`src/rtl/refseq_pkg.sv`:
```
package refseq_pkg;
  typedef enum logic [2:0] {
    RS_IDLE      = 3'd0,
    RS_DRAIN     = 3'd1,
    RS_PD_EXIT   = 3'd2,
    RS_SREF_EXIT = 3'd3,
    RS_PRE       = 3'd4,
    RS_START     = 3'd5,
    RS_RUN       = 3'd6
  } ref_state_e;

  typedef enum logic [2:0] {
    PS_IDLE    = 3'd0,
    PS_REF     = 3'd1,
    PS_SREF    = 3'd2,
    PS_PRE_PDN = 3'd3,
    PS_ACT     = 3'd4,
    PS_ACT_PDN = 3'd5
  } pwr_state_e;

  function automatic logic is_powered_down(logic [2:0] ps);
    return (ps == 3'(PS_PRE_PDN)) || (ps == 3'(PS_ACT_PDN));
  endfunction
endpackage

```
`src/rtl/refseq_interval.sv`:
```
module refseq_interval #(
  parameter int unsigned CW = 16
) (
  input  logic          clk_i,
  input  logic          rst_ni,
  input  logic          reload_i,
  input  logic [CW-1:0] trefi_i,
  output logic          due_o
);
  logic [CW-1:0] cnt_q;
  logic          armed_q;

  // first load after reset, then reload on each refresh strobe
  always_ff @(posedge clk_i or negedge rst_ni) begin
    if (!rst_ni) begin
      cnt_q   <= '0;
      armed_q <= 1'b0;
    end else if (!armed_q || reload_i) begin
      cnt_q   <= trefi_i;
      armed_q <= 1'b1;
    end else if (cnt_q != '0) begin
      cnt_q <= cnt_q - 1'b1;
    end
  end

  assign due_o = armed_q && (cnt_q == '0);

  a_r2_reload_clears_due: assert property (@(posedge clk_i) disable iff (!rst_ni)
    (reload_i && trefi_i != '0) |=> !due_o);
endmodule

```
`src/rtl/refseq_rfc_timer.sv`:
```
module refseq_rfc_timer #(
  parameter int unsigned CW = 10
) (
  input  logic          clk_i,
  input  logic          rst_ni,
  input  logic          start_i,
  input  logic          run_i,
  input  logic [CW-1:0] trfc_i,
  output logic          expire_o
);
  logic [CW-1:0] cnt_q;

  always_ff @(posedge clk_i or negedge rst_ni) begin
    if (!rst_ni) begin
      cnt_q <= '0;
    end else if (start_i) begin
      cnt_q <= (trfc_i == '0) ? '0 : trfc_i - 1'b1;
    end else if (run_i && cnt_q != '0) begin
      cnt_q <= cnt_q - 1'b1;
    end
  end

  assign expire_o = (cnt_q == '0);

  a_r6_no_early_expire: assert property (@(posedge clk_i) disable iff (!rst_ni)
    (start_i && trfc_i > CW'(1)) |=> !expire_o);
endmodule

```
`src/rtl/refseq_fsm.sv`:
```
module refseq_fsm
  import refseq_pkg::*;
(
  input  logic       clk_i,
  input  logic       rst_ni,
  input  logic       due_i,
  input  logic       no_pending_i,
  input  logic       banks_open_i,
  input  logic [2:0] pwr_state_i,
  input  logic       wake_done_i,
  input  logic       rfc_expire_i,
  output logic       wake_req_o,
  output logic       pre_all_o,
  output logic       ref_o,
  output logic       run_o,
  output logic       avail_o,
  output logic       done_o
);
  ref_state_e state_q, state_d;
  logic       pd;

  assign pd = is_powered_down(pwr_state_i);

  always_comb begin
    state_d = state_q;
    unique case (state_q)
      RS_IDLE:      if (due_i) state_d = RS_DRAIN;
      RS_DRAIN:     if (no_pending_i) state_d = RS_PD_EXIT;
      RS_PD_EXIT:   if (!pd || wake_done_i) state_d = banks_open_i ? RS_PRE : RS_START;
      RS_SREF_EXIT: if (wake_done_i) state_d = RS_DRAIN;
      RS_PRE:       state_d = RS_START;
      RS_START:     state_d = RS_RUN;
      RS_RUN:       if (rfc_expire_i)
                      state_d = (pwr_state_i == 3'(PS_SREF)) ? RS_SREF_EXIT : RS_IDLE;
      default:      state_d = RS_IDLE;
    endcase
  end

  always_ff @(posedge clk_i or negedge rst_ni) begin
    if (!rst_ni) state_q <= RS_IDLE;
    else         state_q <= state_d;
  end

  assign wake_req_o = (state_q == RS_SREF_EXIT) || (state_q == RS_PD_EXIT && pd);
  assign pre_all_o  = (state_q == RS_PRE);
  assign ref_o      = (state_q == RS_START);
  assign run_o      = (state_q == RS_RUN);
  assign avail_o    = (state_q == RS_IDLE);
  assign done_o     = (state_q == RS_RUN) && rfc_expire_i;

  a_r3_drain_hold: assert property (@(posedge clk_i) disable iff (!rst_ni)
    (state_q == RS_DRAIN && !no_pending_i) |=> state_q == RS_DRAIN);
  a_r8_sref_hold: assert property (@(posedge clk_i) disable iff (!rst_ni)
    (state_q == RS_SREF_EXIT && !wake_done_i) |=> wake_req_o);
  a_r8_sref_to_drain: assert property (@(posedge clk_i) disable iff (!rst_ni)
    (state_q == RS_SREF_EXIT && wake_done_i) |=> state_q == RS_DRAIN);
  a_r7_done_to_rest: assert property (@(posedge clk_i) disable iff (!rst_ni)
    (done_o && pwr_state_i != 3'(PS_SREF)) |=> avail_o);
  a_r2_idle_waits: assert property (@(posedge clk_i) disable iff (!rst_ni)
    (avail_o && !due_i) |=> avail_o);
endmodule

```
`src/rtl/refseq_ctrl.sv`:
```
module refseq_ctrl #(
  parameter int unsigned TREFI_W = 16,
  parameter int unsigned TRFC_W  = 10
) (
  input  logic               clk_i,
  input  logic               rst_ni,
  input  logic [TREFI_W-1:0] trefi_i,
  input  logic [TRFC_W-1:0]  trfc_i,
  input  logic               no_pending_i,
  input  logic               banks_open_i,
  input  logic [2:0]         pwr_state_i,
  input  logic               wake_done_i,
  output logic               wake_req_o,
  output logic               pre_all_o,
  output logic               ref_o,
  output logic               rank_avail_o,
  output logic               ref_done_o
);
  logic due, rfc_expire, rfc_run;

  refseq_interval #(.CW(TREFI_W)) u_interval (
    .clk_i   (clk_i),
    .rst_ni  (rst_ni),
    .reload_i(ref_o),
    .trefi_i (trefi_i),
    .due_o   (due)
  );

  refseq_rfc_timer #(.CW(TRFC_W)) u_rfc (
    .clk_i   (clk_i),
    .rst_ni  (rst_ni),
    .start_i (ref_o),
    .run_i   (rfc_run),
    .trfc_i  (trfc_i),
    .expire_o(rfc_expire)
  );

  refseq_fsm u_fsm (
    .clk_i       (clk_i),
    .rst_ni      (rst_ni),
    .due_i       (due),
    .no_pending_i(no_pending_i),
    .banks_open_i(banks_open_i),
    .pwr_state_i (pwr_state_i),
    .wake_done_i (wake_done_i),
    .rfc_expire_i(rfc_expire),
    .wake_req_o  (wake_req_o),
    .pre_all_o   (pre_all_o),
    .ref_o       (ref_o),
    .run_o       (rfc_run),
    .avail_o     (rank_avail_o),
    .done_o      (ref_done_o)
  );

  a_r9_strobes_exclusive: assert property (@(posedge clk_i) disable iff (!rst_ni)
    $onehot0({pre_all_o, ref_o, ref_done_o}));
  a_r5_pre_then_ref: assert property (@(posedge clk_i) disable iff (!rst_ni)
    pre_all_o |=> ref_o);
  a_r6_ref_single: assert property (@(posedge clk_i) disable iff (!rst_ni)
    ref_o |=> (!ref_o && !rank_avail_o));
  a_r9_busy_when_strobing: assert property (@(posedge clk_i) disable iff (!rst_ni)
    (pre_all_o || ref_o || wake_req_o) |-> !rank_avail_o);
endmodule

```
`config.mk`:
```
export PLATFORM = sky130hd
export DESIGN_NAME = refseq_ctrl
export DESIGN_NICKNAME = d
export VERILOG_FILES = /design/src/rtl/refseq_pkg.sv /design/src/rtl/refseq_interval.sv /design/src/rtl/refseq_rfc_timer.sv /design/src/rtl/refseq_fsm.sv /design/src/rtl/refseq_ctrl.sv
export SDC_FILE = /design/constraint.sdc
export NUM_CORES = 1
export LEC_CHECK = 0
export BUFFER_PORTS_ARGS = -buffer_cell sky130_fd_sc_hd__buf_2
export CAP_MARGIN = 20
export CORE_ASPECT_RATIO = 1.75
export CORE_MARGIN = 4
export CORE_UTILIZATION = 25
export CTS_CLUSTER_DIAMETER = 50
export DETAILED_ROUTE_END_ITERATION = 7
export SLEW_MARGIN = 5
export SYNTH_ARGS = -nofsm -noshare
export SYNTH_HDL_FRONTEND = slang
export SYNTH_SLANG_ARGS = --single-unit
```
`constraint.sdc`:
```
create_clock -name clk_i -period 2.5 [get_ports clk_i]
set_input_delay 0.125 -clock clk_i [delete_from_list [all_inputs] [get_ports clk_i]]
set_output_delay 0.125 -clock clk_i [all_outputs]
set_load 0.05 [all_outputs]
```
==> results.md <==
* Outcome: finished, final reports clean
* Worst Hold Class: in -> reg
* Pwr/cell area at 1070 mW/mm²
* Post-CTS Setup Inserts at 0
* Final clock skew at 0.00886 ns
* DPL Wire Length at 4340 µm
* Fin crit share at 0.875
* GR Util All Layers at 0.117
* Crit path max-delay cell type: or4_4
* TNS Setup at 0 ns
* Vias in the first global route at 2040
* Synth Cell Area at 0.00211 mm²
* Max Cap Violations at 0
* Synthesized area per cell at 8.56 µm²
* Routed wire length at 5720 µm
* Yosys cell types at 56
* Wirelength per Cell at 15.0 µm
* Worst path bufs/invs at 1
* Hold-fix buffers at CTS at 1
* Register area share after synthesis at 0.355
* Crit end category: output port
* Post-route DRC at 0
* Post-cts repair resize count at 0
* Routability Congestion at 0.836
* EDFF count, synth at 0
* Cell Chain, Critical Path: or4_4, nor3_4, nand2_2, nor2_1, buf_2
* Io pins at 39
* Antenna violations before repair at 0
* Area Overhead vs Synth at 23.4%
* Slew HR at 0.511
* Core ar. at 0.00826 mm²
* Hold Vio Cnt, Final at 0
* Clock Tree Root: clkbuf_16
* GRT met3 Usage at 0.0209
* Violation count after the first detailed-route iteration at 53
* Worst EP required at 2.38 ns
* Syn_nets at 284
* Clk Latency, worst-skew pair at 0.27 ns
* Ant diodes at 0
* Initial core utilization at 0.256
* CP top delay family: simple AND/OR/NAND/NOR gates
* Die X at 77.5 µm
* Worst vdd ir at 427 µV
* Worst-path fanout max at 7
* Lkg Pwr at 1.04 nW
* Synth Register Bits at 30
* Largest net degree at the start of global routing at 43
* First-pass GRT wire length at 9430 µm
* CTS buffer count at 5
* Synth warn at 0
* # clock sinks at 30
* Crit path kind: reg -> out
* Slew @ Worst Pin at 0.733 ns
* Startpoint types: flop
* # nets final at 325
* Post-Syn Instances at 247
* Layout cells sized above 1 at 0.239
* CTS tree: yes
* Count of input and output buffers at 38
* GRT busiest layer: met2
* Die outline height at 130 µm
* Met2 usage at 0.221
* Achievable Freq at 0.457 GHz
* RSZ-0062 raised after global routing: false
* Antenna-violating nets left at 0
* Clock Path Buffers at 2
* Slew Limit Fails at 0
* CP max stage delay at 0.58 ns
* Full die area at 0.0101 mm²
* CP arrival at 2.06 ns
* Min Tclk post-route at 2.19 ns
* Clock-pin slew on the worst setup and hold paths at 0.05 ns
* GR Layer Usage met1 at 0.117
* Final core occ at 0.316
* Async SR Flop Fraction at 1.00
* Vias per inst at 5.35
* Ys flop type: dfrtp_1
* Maximum level of the CTS H-tree at 2
* Via count at 2040
* Setup Viol. Count Final at 0
* Length of the first detailed-routing pass in iterations at 4
* Row Count at 44
* Total grt overflow at 0
[cells in the final DEF, fill, tap and decap left out, drive strengths merged, types with 8 or more instances in the layout]
| cell | netlist | layout |
|---|---|---|
| a21oi | 20 | 20 |
| nor2 | 22 | 22 |
| dfrtp | 30 | 30 |
| inv | 10 | 10 |
| clkbuf | 6 | 8 |
| buf | 7 | 46 |
| o21ai | 16 | 16 |
| nor3 | 14 | 14 |
| xnor2 | 8 | 8 |
| nand2 | 20 | 20 |
[metal layers]
| layer | part of all wire | vias to the layer above |
|---|---|---|
| li1 | - | 1004 |
| met1 | 0.38 | 969 |
| met2 | 0.54 | 49 |
| met3 | 0.030 | 18 |
| met4 | 0.045 | 0 |
| met5 | 0 | - |
[synth_stat cells (all sizes together) (2+ instances only)]
| master | number | area, µm² |
|---|---|---|
| a21oi | 20 | 100 |
| xor2 | 2 | 17.5 |
| nand2b | 7 | 43.8 |
| nand3b | 5 | 41.3 |
| nor2 | 22 | 82.6 |
| and2 | 2 | 12.5 |
| a211oi | 3 | 22.5 |
| nor3b | 2 | 15.0 |
| nor4 | 5 | 31.3 |
| o41ai | 3 | 45.1 |
| nand3 | 4 | 20.0 |
| or3 | 2 | 12.5 |
| o32ai | 2 | 17.5 |
| nand2 | 20 | 77.6 |
| o221ai | 2 | 17.5 |
| o21ai | 16 | 91.3 |
| nand4 | 3 | 18.8 |
| dfrtp | 30 | 751 |
| nor3 | 14 | 81.3 |
| a311oi | 5 | 43.8 |
| a22oi | 2 | 15.0 |
| o211ai | 3 | 22.5 |
| nor2b | 7 | 43.8 |
| inv | 10 | 37.5 |
| mux2 | 4 | 45.0 |
| o22ai | 7 | 43.8 |
| a2111oi | 2 | 30.0 |
| xnor2 | 8 | 70.1 |
| buf | 7 | 37.5 |
| clkbuf | 6 | 22.5 |
| ha | 3 | 37.5 |
| or4 | 3 | 30.0 |
[final cells by class]
type / instances / area (µm²)
clock buffer: 8 / 166
fill: 884 / 5650
inverter: 10 / 37.5
multi-input combinational: 194 / 1270
sequential: 30 / 751
tap: 92 / 115
timing repair buffer: 47 / 273
[where the power goes]
part	internal [mW]	switching (mW)
sequential	0.678	0.205
clock	0.450	0.208
combinational	0.528	0.713
total	1.66	1.13
[worst register-to-register path: cells and delay by family, from the launching register on]
family	cells	cell delay (ns)
muxes	1	0.36
and+or+nand+nor	2	0.89
AOI/OAI and AO/OA	2	0.39
DFF	1	0.40
[worst paths after layout]
kind | from | to | slack [ns] | cells past startpoint
max | u_rfc.cnt_q[6] | ref_done_o | 0.31 | 5
min | trefi_i[1] | u_interval.cnt_q[1] | 0.12 | 3
max reg2reg | u_rfc.cnt_q[6] | u_rfc.cnt_q[0] | 0.35 | 5
min reg2reg | u_interval.cnt_q[6] | u_interval.cnt_q[6] | 0.50 | 1
max in group asynchronous | rst_ni | u_rfc.cnt_q[0] | 1.57 | 2
min in group asynchronous | rst_ni | u_fsm.state_q[2] | 0.45 | 2
[registers in the layout (all words and copies together), names as in the netlist]
signal,cells
u_rfc.cnt_q,10
u_interval.cnt_q,16
u_interval.armed_q,1
u_fsm.state_q,3
[metrics by stage]
step	area [µm²]	total power [mW]	setup WS, ns	std cells	hold slack, ns
6_report	2610	2.78	0.312	381	0.118
3_5_place_dp	2430	2.13	0.362	372	0.230
3_3_place_gp	2430	2.10	0.416	372	0.223
4_1_cts	2610	2.81	0.303	381	0.111
5_1_grt	2610	3.00	0.202	381	0.111
2_1_floorplan	2110	1.77	0.218	247	-0.171
[kinds of logic after synthesis]
| group | share of synthesized area |
|---|---|
| adder cells (fa/ha/maj) | 0.0178 |
| multiplexers | 0.0213 |
| buffers and inverters | 0.0462 |
| flip-flops | 0.355 |
| AO/OA/AOI/OAI | 0.255 |
| AND/OR/NAND/NOR | 0.262 |
| other | 0.00177 |
| XOR/XNOR | 0.0414 |
No activity file was read; power rests on OpenSTA's default activity.
